File: src/rtl/dcp_spi_pkg.sv
package dcp_spi_pkg;
    localparam int DATA_W     = 8;
    localparam int OP_W       = 3;
    localparam int ADDR_W     = 5;
    localparam int FRAME_W    = OP_W + ADDR_W + DATA_W;
    localparam int NUM_WIPERS = 2;

    typedef enum logic [OP_W-1:0] {
        OP_NOP    = 3'b000,
        OP_RD_CTL = 3'b001,
        OP_WR_CTL = 3'b011,
        OP_RD_REG = 3'b100,
        OP_WR_REG = 3'b110,
        OP_RESP   = 3'b111
    } opcode_e;

    localparam logic [ADDR_W-1:0] ADDR_CTL  = 5'h10;
    localparam logic [DATA_W-1:0] WIPER_RST = 8'h40;
    localparam logic [DATA_W-1:0] CTL_RST   = 8'h40;
    localparam logic [DATA_W-1:0] CTL_KEEP  = 8'h42;
    localparam int                ODRAIN_BIT = 1;
endpackage

File: src/rtl/dcp_frame_shifter.sv
module dcp_frame_shifter
    import dcp_spi_pkg::*;
#(
    parameter int WIDTH = FRAME_W
) (
    input  logic             clk,
    input  logic             rst_n,
    input  logic             sck,
    input  logic             cs_n,
    input  logic             sdi,
    input  logic             load_en,
    input  logic [WIDTH-1:0] load_word,
    output logic [WIDTH-1:0] frame_o,
    output logic             exec_o,
    output logic             sdo_bit_o,
    output logic             armed_o
);
    localparam int CNT_W = $clog2(WIDTH);

    typedef struct packed {
        logic             sck_prev;
        logic             cs_prev;
        logic             armed;
        logic [CNT_W-1:0] cnt;
        logic             got_bits;
        logic [WIDTH-1:0] sh;
        logic             sdo;
    } shf_t;

    shf_t st_q, st_d;
    logic cs_fall, cs_rise, sck_rise, sck_fall, in_frame;

    always_comb begin
        st_d     = st_q;
        in_frame = ~cs_n & ~st_q.cs_prev & st_q.armed;
        cs_fall  = st_q.cs_prev & ~cs_n;
        cs_rise  = ~st_q.cs_prev & cs_n;
        sck_rise = in_frame & sck & ~st_q.sck_prev;
        sck_fall = in_frame & ~sck & st_q.sck_prev;
        exec_o   = cs_rise & st_q.armed & st_q.got_bits & (st_q.cnt == '0);

        st_d.sck_prev = sck;
        st_d.cs_prev  = cs_n;
        if (cs_fall) begin
            st_d.armed    = 1'b1;
            st_d.cnt      = '0;
            st_d.got_bits = 1'b0;
            st_d.sdo      = st_q.sh[WIDTH-1];
        end
        if (sck_rise) begin
            st_d.sh       = {st_q.sh[WIDTH-2:0], sdi};
            st_d.got_bits = 1'b1;
            st_d.cnt      = (st_q.cnt == CNT_W'(WIDTH-1)) ? '0 : st_q.cnt + 1'b1;
        end
        if (sck_fall) begin
            st_d.sdo = st_q.sh[WIDTH-1];
        end
        if (load_en) begin
            st_d.sh = load_word;
        end
    end

    always_ff @(posedge clk or negedge rst_n) begin
        if (!rst_n) begin
            st_q <= '0;
        end else begin
            st_q <= st_d;
        end
    end

    assign frame_o   = st_q.sh;
    assign sdo_bit_o = st_q.sdo;
    assign armed_o   = st_q.armed;


    sdo_quiet_on_rise_chk: assert property (@(posedge clk) disable iff (!rst_n)
        (sck_rise && !load_en) |=> (st_q.sdo == $past(st_q.sdo)));
endmodule

File: src/rtl/dcp_cmd_decode.sv
module dcp_cmd_decode
    import dcp_spi_pkg::*;
#(
    parameter int NREG = NUM_WIPERS + 1
) (
    input  logic                   exec_i,
    input  logic [FRAME_W-1:0]     frame_i,
    input  logic [NREG*DATA_W-1:0] regs_i,
    output logic [NREG-1:0]        wr_sel_o,
    output logic [DATA_W-1:0]      wr_data_o,
    output logic                   rd_load_o,
    output logic [FRAME_W-1:0]     rd_word_o
);
    localparam int CTL_IDX = NREG - 1;

    logic [OP_W-1:0]   op;
    logic [ADDR_W-1:0] addr;
    logic [NREG-1:0]   tgt, wsel, rsel;
    logic [ADDR_W-1:0] rd_addr;
    logic [DATA_W-1:0] rd_data;

    always_comb begin
        op   = frame_i[FRAME_W-1 -: OP_W];
        addr = frame_i[DATA_W +: ADDR_W];
        for (int i = 0; i < NREG; i++) begin
            if (i == CTL_IDX) tgt[i] = (addr == ADDR_CTL);
            else              tgt[i] = (addr == ADDR_W'(i));
        end
        wsel = '0;
        rsel = '0;
        case (op)
            OP_WR_REG: wsel = tgt;
            OP_RD_REG: rsel = tgt;
            OP_WR_CTL: wsel[CTL_IDX] = 1'b1;
            OP_RD_CTL: rsel[CTL_IDX] = 1'b1;
            default: ;
        endcase
        rd_addr = '0;
        rd_data = '0;
        for (int i = 0; i < NREG; i++) begin
            if (rsel[i]) begin
                rd_data = rd_data | regs_i[i*DATA_W +: DATA_W];
                rd_addr = rd_addr | ((i == CTL_IDX) ? ADDR_CTL : ADDR_W'(i));
            end
        end
        wr_sel_o  = exec_i ? wsel : '0;
        wr_data_o = frame_i[DATA_W-1:0];
        rd_load_o = exec_i & (|rsel);
        rd_word_o = {OP_RESP, rd_addr, rd_data};
    end
endmodule

File: src/rtl/dcp_reg_bank.sv
module dcp_reg_bank
    import dcp_spi_pkg::*;
#(
    parameter int NW = NUM_WIPERS
) (
    input  logic                   clk,
    input  logic                   rst_n,
    input  logic [NW:0]            wr_sel_i,
    input  logic [DATA_W-1:0]      wr_data_i,
    output logic [NW*DATA_W-1:0]   wiper_o,
    output logic [DATA_W-1:0]      ctl_o
);
    typedef struct packed {
        logic [NW-1:0][DATA_W-1:0] wpos;
        logic [DATA_W-1:0]         ctl;
    } bank_t;

    bank_t bk_q, bk_d;

    always_comb begin
        bk_d = bk_q;
        for (int i = 0; i < NW; i++) begin
            if (wr_sel_i[i]) bk_d.wpos[i] = wr_data_i;
        end
        if (wr_sel_i[NW]) bk_d.ctl = wr_data_i & CTL_KEEP;
    end

    always_ff @(posedge clk or negedge rst_n) begin
        if (!rst_n) begin
            bk_q.wpos <= {NW{WIPER_RST}};
            bk_q.ctl  <= CTL_RST;
        end else begin
            bk_q <= bk_d;
        end
    end

    genvar g;
    generate
        for (g = 0; g < NW; g++) begin : g_out
            assign wiper_o[g*DATA_W +: DATA_W] = bk_q.wpos[g];
        end
    endgenerate
    assign ctl_o = bk_q.ctl;


    one_target_chk: assert property (@(posedge clk) disable iff (!rst_n)
        $onehot0(wr_sel_i));

    ctl_unused_zero_chk: assert property (@(posedge clk) disable iff (!rst_n)
        (ctl_o & ~CTL_KEEP) == '0);
endmodule

File: src/rtl/dcp_sdo_drive.sv
module dcp_sdo_drive (
    input  logic cs_n,
    input  logic armed,
    input  logic bit_i,
    input  logic odrain,
    output logic sdo_o,
    output logic sdo_oe
);
    always_comb begin
        sdo_oe = ~cs_n & armed & (~odrain | ~bit_i);
        sdo_o  = odrain ? 1'b0 : bit_i;
    end
endmodule

File: src/rtl/dcp_spi_regif.sv
module dcp_spi_regif
    import dcp_spi_pkg::*;
#(
    parameter int NW = NUM_WIPERS
) (
    input  logic                 clk,
    input  logic                 rst_n,
    input  logic                 spi_sck,
    input  logic                 spi_cs_n,
    input  logic                 spi_sdi,
    output logic                 spi_sdo,
    output logic                 spi_sdo_oe,
    output logic [NW*DATA_W-1:0] wiper_pos_o,
    output logic [DATA_W-1:0]    ctl_o
);
    logic [FRAME_W-1:0] frame, rd_word;
    logic               exec, sdo_bit, armed, rd_load;
    logic [NW:0]        wr_sel;
    logic [DATA_W-1:0]  wr_data;

    dcp_frame_shifter #(.WIDTH(FRAME_W)) u_shift (
        .clk(clk), .rst_n(rst_n), .sck(spi_sck), .cs_n(spi_cs_n), .sdi(spi_sdi),
        .load_en(rd_load), .load_word(rd_word), .frame_o(frame), .exec_o(exec),
        .sdo_bit_o(sdo_bit), .armed_o(armed)
    );

    dcp_cmd_decode #(.NREG(NW + 1)) u_dec (
        .exec_i(exec), .frame_i(frame), .regs_i({ctl_o, wiper_pos_o}),
        .wr_sel_o(wr_sel), .wr_data_o(wr_data), .rd_load_o(rd_load), .rd_word_o(rd_word)
    );

    dcp_reg_bank #(.NW(NW)) u_bank (
        .clk(clk), .rst_n(rst_n), .wr_sel_i(wr_sel), .wr_data_i(wr_data),
        .wiper_o(wiper_pos_o), .ctl_o(ctl_o)
    );

    dcp_sdo_drive u_drv (
        .cs_n(spi_cs_n), .armed(armed), .bit_i(sdo_bit), .odrain(ctl_o[ODRAIN_BIT]),
        .sdo_o(spi_sdo), .sdo_oe(spi_sdo_oe)
    );


    sdo_hiz_chk: assert property (@(posedge clk) disable iff (!rst_n)
        spi_cs_n |-> !spi_sdo_oe);

    odrain_low_chk: assert property (@(posedge clk) disable iff (!rst_n)
        (ctl_o[ODRAIN_BIT] && spi_sdo_oe) |-> !spi_sdo);

    regs_hold_chk: assert property (@(posedge clk) disable iff (!rst_n)
        !$past(spi_cs_n) |-> ($stable(wiper_pos_o) && $stable(ctl_o)));

    unarmed_quiet_chk: assert property (@(posedge clk) disable iff (!rst_n)
        !armed |-> (wr_sel == '0 && !rd_load));
endmodule

File: config.mk
export PLATFORM = sky130hd
export DESIGN_NAME = dcp_spi_regif
export DESIGN_NICKNAME = d
export VERILOG_FILES = /design/src/rtl/dcp_spi_pkg.sv /design/src/rtl/dcp_frame_shifter.sv /design/src/rtl/dcp_cmd_decode.sv /design/src/rtl/dcp_reg_bank.sv /design/src/rtl/dcp_sdo_drive.sv /design/src/rtl/dcp_spi_regif.sv
export SDC_FILE = /design/constraint.sdc
export NUM_CORES = 1
export LEC_CHECK = 0
export ABC_AREA = 1
export BUFFER_PORTS_ARGS = -buffer_cell sky130_fd_sc_hd__buf_2
export CORE_MARGIN = 4
export CORE_UTILIZATION = 25
export DETAILED_ROUTE_END_ITERATION = 10
export PLACE_DENSITY = 0.43
export SETUP_SLACK_MARGIN = 0.5
export SLEW_MARGIN = 25
export SYNTH_ARGS = -nofsm -noshare
export SYNTH_HDL_FRONTEND = slang
export SYNTH_SLANG_ARGS = --single-unit
export TNS_END_PERCENT = 50
File: constraint.sdc
create_clock -name clk -period 1.45 [get_ports clk]
set_clock_uncertainty 0.05 [all_clocks]
set_input_delay 0.0725 -clock clk [delete_from_list [all_inputs] [get_ports clk]]
set_output_delay 0.0725 -clock clk [all_outputs]
set_load 0.02 [all_outputs]
== Word-level counts from Yosys, hierarchy flattened ==
Index checks and enable logic that the tools add are counted.
Cells by class
  bitwise gates (word level): 23
  multiplexer cells: 17
  $add $sub $neg: 1
  reductions and logical operators: 6
  equal/unequal tests: 7
Operator list (count)
  $mux W8: 3
  $mux W21: 1
  $mux W16: 1
  $and A1 B1 Y1: 14
  $mux W5: 2
  $or A8 B7 Y8: 1
  $or A8 B8 Y8: 1
  $eq A3 B3 Y1 const B: 2
  $not A1 Y1: 6
  $reduce_bool A2 Y1: 3
  $eq A5 B1 Y1 const B: 1
  $eq A5 B5 Y1 const B: 1
  $logic_not A5 Y1: 1
  $add A4 B1 Y4 const B: 1
  $eq A4 B4 Y1 const B: 1
  $logic_not A4 Y1: 1
  $mux W1: 4
  $mux W2: 2
  $mux W4: 1
  $pmux W1 S2: 2
  $eq A3 B1 Y1 const B: 1
  $eq A3 B2 Y1 const B: 1
  $mux W3: 1
  $reduce_or A3 Y1: 1
  $or A1 B1 Y1: 1
Word-level totals
  bits in registers: 43
  logic and storage cells: 64
  input port bits: 5

== Logic depth before layout (Yosys ltp) ==
Gate-level depths: netlist (run 1).
  depth in word-level cells: 8
  gate-level depth with buffers: 10

== By module ==
A second synthesis (run 1) with hierarchy kept.
Second synthesis, totals
  cells, all modules: 364
  area total of the unflattened synthesis: 2635.0 µm²
Modules (own cells, without submodules)
  dcp_frame_shifter: area each 1427.6 µm², sequential area each 625.6 µm², instances 1, cells each 194
  dcp_reg_bank: area each 739.5 µm², sequential area each 454.2 µm², instances 1, cells each 84
  dcp_cmd_decode: area each 441.7 µm², sequential area each 0.0 µm², instances 1, cells each 79
  dcp_sdo_drive: area each 26.3 µm², sequential area each 0.0 µm², instances 1, cells each 7

== Worst setup path before layout (run 1) ==
OpenSTA, ideal clock, no wires.
  path kind: flip-flop to flip-flop
  from: register u_shift.st_q[18] (netlist name)
  to: register u_bank.bk_q, in the netlist u_bank.wiper_o[12]
  data arrival time: 1.376 ns
  setup slack: -0.097 ns
  clock period less this slack: 1.547 ns
  required time: 1.279 ns
  stages on the path, launching flop included: 9
  cells stage by stage: dfrtp_1 inv_1 ha_1 nand3_1 nor2_8 nand3_2 buf_2 nand2_1 o21ai_1
On the way
  word-level cells in the longest chain between the ends: 3
Ends and longest elaborated chain
  from (decl): RTL line dcp_frame_shifter.sv:30  | shf_t st_q, st_d;
  from (signal assigned): RTL line dcp_frame_shifter.sv:67  | st_q <= st_d;
  $logic_not A4 Y1: RTL line dcp_frame_shifter.sv:40  | exec_o = cs_rise & st_q.armed & st_q.got_bits & (st_q.cnt == '0);
  $and A1 B1 Y1: RTL line dcp_frame_shifter.sv:40
  $mux W3: RTL line dcp_cmd_decode.sv:46  | wr_sel_o = exec_i ? wsel : '0;
  to (signal assigned): RTL line dcp_reg_bank.sv:33  | bk_q <= bk_d;
  to (decl): RTL line dcp_reg_bank.sv:18  | bank_t bk_q, bk_d;
No other way between the ends.
A chain may end at the register's enable or synchronous reset.

== Final worst setup path (run 1) ==
  from: register u_shift.st_q, in the netlist u_shift.frame_o[9]
  to: register u_shift.st_q, in the netlist u_shift.frame_o[1]
On the way
  word-level cells in the longest chain between the ends: 8
  elaborated cells on any way between the ends: 14
  those cells by class: eq/ne (2); mux (6); bitwise (3); reduce/logical (3)
Ends and longest elaborated chain
  $logic_not A5 Y1: RTL line dcp_cmd_decode.sv:27  | else tgt[i] = (addr == ADDR_W'(i));
  $mux W2: RTL line dcp_cmd_decode.sv:31  | case (op)
  $mux W8: RTL line dcp_cmd_decode.sv:41  | if (rsel[i]) begin
  $or A8 B8 Y8: RTL line dcp_cmd_decode.sv:42  | rd_data = rd_data | regs_i[i*DATA_W +: DATA_W];
  $mux W8: RTL line dcp_cmd_decode.sv:41
  $or A8 B7 Y8: RTL line dcp_cmd_decode.sv:42
  $mux W8: RTL line dcp_cmd_decode.sv:41
  $mux W16: RTL line dcp_frame_shifter.sv:58  | if (load_en) begin
Several ways; a longest one is shown, not always the timed one.

==> summary.md, run 1 <==
| Metric | Value |
|---|---|
| # port buffers | `24` |
| Commonest cells post-synth | `nand2_1 (84), dfrtp_1 (40), inv_1 (26)` |
| Detail Route Antenna Nets | `0` |
| Hold Crit Class | `in -> reg` |
| FF+latch count, synth | `between 40 and 50` |
| Core Box Area | `0.00881 sq mm` |
| Die ar. | `approximately 0.011 sq mm` |
| Max Cap Viol | `0` |
| CP max FO | `7` |
| Most used DFF post-synth | `dfrtp_1` |
| Die W | `103 um` |
| Peak VDD IR | `469 uV` |
| Worst path cell trace | `nor2_4, nand3_2, nor2_4, nor2_4, nand2_4, nand2_8, nand3_1, nand3_2` |
| Ant diodes | `0` |
| Global-route wire length before repair | `about 10 mm` |
| Vias in the first global route | `2004` |
| Reg2Reg Setup Slack | `-0.06 ns` |
| Hold Path End | `u_shift.sdo_bit_o` |
| Crit path from | `u_shift.frame_o[9]` |
| Reg2Reg Capture Point | `u_shift.frame_o[1]` |
| I/O pins | `31` |
| Netlist Area Pre-Place | `0.00228 sq mm` |
| Starting Density | `25.9%` |
| Mapped Cells | `267` |
| CTS tree | `built` |
| Layout cells sized above 1 | `42.5%` |
| Clock Pin Slew Worst Setup and Hold Paths | `0.08 ns` |
| Cell mode on critical path | `nor2_4` |
| Yosys warns | `0` |
| Library cells used by synthesis | `32` |
| Core Util, Final | `roughly 37%` |
| Dpl ws | `-0.0780 ns` |
| Chip height | `about 100 um` |
| Fmax | `664 MHz` |
| Hold path cells | `3` |
| Initial antenna violation count | `0` |
| R2R cell count | `8` |
| Detailed placer's ending HPWL | `slightly above 4 mm` |
| Sequential fraction of the synthesis area | `47.4%` |
| Top-count cell post-synth | `nand2_1` |
| CP Capture Type | `flip-flop` |
| Failing checks | `setup timing` |
| Worst EP required | `1.59 ns` |
| Outcome | `complete, but fails checks` |
| Nets | `333` |
| H-tree levels | `2` |
| Routability cong. | `0.780` |
| Cell Pwr Density | `1110 mW/mm^2` |
| Fin area | `~0.0032 sq mm` |
| Clk buf depth | `2` |
| Final min period | `~1.5 ns` |
| Yosys top cell by area | `dfrtp_1` |
| Layout Cells excl Fill | `between 400 and 500` |
| Clk_lat worst skew | `0.30 ns` |
| 1st-pass router iterations | `4` |
| Final Setup Violations | `30` |
| Vias | `1905` |
| Critical Path AT | `1.64 ns` |
| Fin. Hold Viols | `0` |
| Row cnt | `34` |
| Storage cell area | `0.00108 sq mm` |
| DR vias/cell | `4.38` |
| Critical path's slowest cell | `dfrtp_1` |
| Synth area leaders | `dfrtp_1 (44%), nand2_1 (14%), nand3_2 (7.5%)` |
| Cell chosen for the clock root | `clkbuf_8` |
| Grt total ovfl | `0` |
| Filler Cell Count | `slightly above 900` |
| Synth async-reset ratio | `100%` |
| Tot GR Track Use | `12.0%` |
| Hold path startpoint | `spi_sck` |
| Final WL | `just under 6 mm` |
| Post-DP Area | `0.00273 sq mm` |
| CTS Buf Count | `5` |
| Max-slew violations | `0` |
| Crit start category | `flip-flop` |
| Cells after DPL | `419` |
| Area of the multi-input gates | `0.00127 sq mm` |
| Bufs and invs on worst path | `0` |
| RSZ-0062 raised after global routing | `true` |
| CTS sink cnt | `43` |
| Top cell type's share of synthesized area | `43.9%` |
| DRT iter0 DRCs | `49` |
| Remaining DRCs | `0` |
| Largest net degree at the start of global routing | `30` |
| Post-synth EDFFs | `0` |
| PnR worst setup slack | `-0.0569 ns` |
| Fin crit share | `104%` |
| Worst path max stage delay | `0.45 ns` |
| P_leak | `0.00152 uW` |
| Syn_area_per_cell | `8.53 sq um` |
| WL/cell | `13.4 um` |
| Area Growth Syn to Fin | `42.3%` |
| Delay-heaviest family, CP | `simple AND/OR/NAND/NOR gates` |
| Worst r2r src | `u_shift.frame_o[9]` |
| Worst setup path category | `reg -> reg` |
==> area by class of cell <==
type                            count  share of cell area, %
Clock buffer                        7                   2.35
Tap cell                          108                   4.17
Inverter                           31                   3.63
Timing Repair Buffer               58                   16.4
Clock inverter                      1                  0.926
Sequential cell                    43                   33.3
Multi-Input combinational cell    187                   39.2
==> registers in the layout, summed over array words and instances, names as in the netlist <==
register           cells
u_bank.ctl_o           2
u_shift.frame_o       16
u_shift.sdo_bit_o      1
u_bank.wiper_o        16
u_shift.armed_o        1
u_shift.st_q           7
==> what timing repair did <==
| item | in CTS | in global routing |
|---|---|---|
| gates cloned | 2 | 0 |
| endpoints found under the setup margin | 60 | 61 |
| pin swaps | 18 | 19 |
| setup buffers | 2 | 0 |
| endpoints found under the hold margin | 25 | 0 |
| hold buffers | 4 | 0 |
| resized for setup | 62 | 33 |
==> layout by cell type (no fill, tap or decap), types with 4 or more instances in the layout <==
cell type       n
buf_6          24
buf_2           6
dlygate4sd3_1   4
buf_4          23
nor2_4         11
nor2_1          7
nand3_2        21
inv_2           8
conb_1          6
nand3_1        10
nand2_1        68
dfrtp_1        40
clkbuf_8        5
o21ai_1        22
nand2_2        14
nand3_4         5
inv_1          22
==> worst reg2reg max path, cell delays in order (launching register included) <==
cell     delay, ns
dfrtp_1       0.45
nor2_4        0.17
nand3_2       0.11
nor2_4        0.20
nor2_4        0.05
nand2_4       0.12
nand2_8       0.10
nand3_1       0.09
nand3_2       0.06
==> metrics by stage <==
| step | total power (uW) | hold WS (ns) | TNS (ns) |
|---|---|---|---|
| after detailed placement | 2440 | -0.0251 | -0.730 |
| after global routing | 3820 | 0.109 | -3.85 |
| final | 3590 | 0.0955 | -0.927 |
| after floorplan | 2050 | -0.273 | 0 |
| after global placement | 2430 | -0.0342 | -0.526 |
| after CTS | 3570 | 0.0548 | -0.368 |
==> routing by layer <==
metal	GRT usage (%)	up-vias	part of all wire [%]
met5	0	-	0
met4	2.99	0	0.72
met3	2.55	4	2.7
met2	19.6	25	48
met1	16.3	915	48
li1	-	961	-
==> worst max-delay path by stage <==
stage,end,slack [ns],depth (start not counted)
global placement,u_shift.frame_o[7],-0.06,7
finish,u_shift.frame_o[1],-0.06,8
global route,u_shift.frame_o[2],-0.15,7
CTS,u_shift.frame_o[6],-0.04,7
detailed placement,u_shift.frame_o[6],-0.08,7
floorplan,u_shift.frame_o[8],0.02,9
==> power breakdown <==
group	switching, uW	leakage, uW	internal (uW)	total, uW
logic	720	0.000902	485	1210
registers	124	0.000569	1320	1450
clock network	426	0.0000524	516	942
total	1270	0.00152	2320	3590
==> kinds of logic after synthesis <==
family | synth area share, %
simple gates | 32.7
flops | 47.4
buf+inv | 9.12
fa+ha+maj | 1.10
compound gates | 9.12
other cells | 0.165
xor+xnor | 0.384
Power figures use the tool's default switching activity.
==> run 2: changes to the inputs <==
Settings changed: PLACE_DENSITY 0.43 to 0.41.
Clock period 1.45 ns to 1.8 ns, I/O delays scaled along.
==> run 2 against run 1 <==
Compared with the run above:
- the run now ends clean
- final area is 8.3% lower
- hold slack better by 0.0050 ns
- worst setup slack better by 0.38 ns
- die area stayed put
- register-to-register slack better by 0.38 ns
- combinational power is 31% lower
==> summary.md, run 2 (synthesized netlist as in run 1, its figures left out) <==
| Metric | Value |
|---|---|
| Hold Crit Class | `in -> reg` |
| Outcome | `finished, final reports clean` |
| Die W | `103 um` |
| Hold path startpoint | `spi_sck` |
| WL/cell | `14.1 um` |
| H-tree levels | `2` |
| Final WL | `5.98 mm` |
| Core Box Area | `0.00881 sq mm` |
| Critical Path AT | `1.67 ns` |
| Fin. Hold Viols | `0` |
| Grt total ovfl | `0` |
| Worst r2r src | `u_shift.frame_o[11]` |
| # port buffers | `24` |
| CTS sink cnt | `43` |
| Ant diodes | `0` |
| Routability cong. | `0.748` |
| I/O pins | `31` |
| CP Capture Type | `flip-flop` |
| Total Neg Setup Slack | `0 ns` |
| Die ar. | `0.0107 sq mm` |
| Critical path's slowest cell | `dfrtp_1` |
| Delay-heaviest family, CP | `simple AND/OR/NAND/NOR gates` |
| Final Setup Violations | `0` |
| Tot GR Track Use | `12.1%` |
| Final min period | `1.48 ns` |
| Layout cells sized above 1 | `35.6%` |
| Cell chosen for the clock root | `clkbuf_8` |
| R2R cell count | `9` |
| Clk buf depth | `2` |
| Crit start category | `flip-flop` |
| Peak VDD IR | `between 300 and 400 uV` |
| Global-route wire length before repair | `9.80 mm` |
| CTS Buf Count | `5` |
| Worst setup path category | `reg -> reg` |
| Reg2Reg Capture Point | `u_shift.frame_o[7]` |
| Max Cap Viol | `0` |
| RSZ-0062 raised after global routing | `true` |
| CP max FO | `5` |
| Largest net degree at the start of global routing | `26` |
| Most Used Layer, Global Route | `met2` |
| Fmax | `a little under 700 MHz` |
| Fin crit share | `between 80% and 90%` |
| Met3 usage | `2.55%` |
| GR Util met1 | `16.5%` |
| P_leak | `0.00142 uW` |
| Row cnt | `34` |
| Initial antenna violation count | `0` |
| Remaining DRCs | `0` |
| Hold path cells | `4` |
| Cell Pwr Density | `895 mW/mm^2` |
| Starting Density | `25.9%` |
| Vias | `1884` |
| Worst path cell trace | `nor2_4, nand2_1, nor2_4, nand2_1, nand2_1, nor2_4, nor2_4, nand2_1, nand3_2` |
| Nets | `321` |
| Clk_lat worst skew | `0.29 ns` |
| CTS tree | `built` |
| Max-slew violations | `0` |
| Most frequent cells in the layout | `nand2_1 (80), dfrtp_1 (38), buf_2 (24)` |
| Clock Pin Slew Worst Setup and Hold Paths | `0.08 ns` |
| Detail Route Antenna Nets | `0` |
| Most common cell after layout, fill and taps aside | `nand2_1` |
| Vias in the first global route | `1891` |
| Area Growth Syn to Fin | `30.5%` |
| Core Util, Final | `33.8%` |
| Global routing usage on met2 | `between 10% and 20%` |
| 1st-pass router iterations | `4` |
| Reg2Reg Setup Slack | `about 0.32 ns` |
| Worst EP required | `1.99 ns` |
| Hold Path End | `u_shift.sdo_bit_o` |
| Worst path max stage delay | `roughly 0.42 ns` |
| DR vias/cell | `4.45` |
| Bufs and invs on worst path | `0` |
| Detailed placer's ending HPWL | `3.77 mm` |
| Chip height | `103 um` |
| DRT iter0 DRCs | `87` |
## run 2: cell count changes in the layout (fill, tap and decap cells not counted), sizes merged
cell,before,now
buf,54,40
bufinv,1,0
clkinv,1,2
nand3,36,38
## run 2: cell type report
| type | count | area (sq um) |
|---|---|---|
| Fill cell | 936 | 5830 |
| Tap cell | 108 | 135 |
| Sequential cell | 43 | 1080 |
| Clock buffer | 7 | 86.3 |
| Inverter | 31 | 126 |
| Timing Repair Buffer | 44 | 338 |
| Clock inverter | 1 | 5.00 |
| Multi-Input combinational cell | 189 | 1200 |
## run 2: how the worst max path moves through the flow
stage               slack (ns)  cells past startpoint            endpoint                start
global placement          0.21                      9  u_shift.frame_o[5]   u_shift.frame_o[8]
finish                    0.32                      9  u_shift.frame_o[7]  u_shift.frame_o[11]
CTS                       0.31                      9  u_shift.frame_o[1]     u_shift.st_q[19]
global route              0.20                      8  u_shift.frame_o[6]  u_shift.frame_o[11]
floorplan                 0.37                      9  u_shift.frame_o[8]  u_shift.frame_o[10]
detailed placement        0.17                      9  u_shift.frame_o[7]   u_shift.frame_o[8]
## run 2: tightest hold or removal path, delay by kind of cell
| kind | cells | cell delay (ns) |
|---|---|---|
| AOI/OAI and AO/OA | 2 | 0.15 |
| buffers and inverters | 1 | 0.10 |
| and+or+nand+nor | 1 | 0.05 |
## run 2: per-layer routing
metal  vias up  part of all wire (%)
met5         -                     0
li1        948                     -
met1       893                    48
met2        39                    46
met3         4                   4.7
met4         0                   1.1
## run 2: power breakdown
group	internal, uW	switching (uW)	total (uW)	leakage [uW]
Clock	310	332	642	0.0000482
Combinational	290	551	840	0.000801
Sequential	1070	111	1180	0.000566
## run 2: repair_timing
action                                  4_1_cts  5_1_grt
hold buffers                                  4        0
resized for setup                            17       15
pin swaps                                    13        6
hold endpoints to repair                     20        0
endpoints found under the setup margin       36       39
cloned                                        4        0
buffers inserted                              9        1
## run 2: through the flow
stage / hold WS, ns / instances / cell area, sq um / total power [uW] / setup slack [ns]
global placement: 0.0287 / 397 / 2580 / 1820 / 0.208
CTS: 0.0995 / 422 / 2910 / 2640 / 0.315
finish: 0.100 / 423 / 2970 / 2660 / 0.320
detailed placement: 0.0234 / 397 / 2580 / 1830 / 0.166
global route: 0.164 / 423 / 2970 / 2830 / 0.197
floorplan: -0.256 / 272 / 2360 / 1650 / 0.366
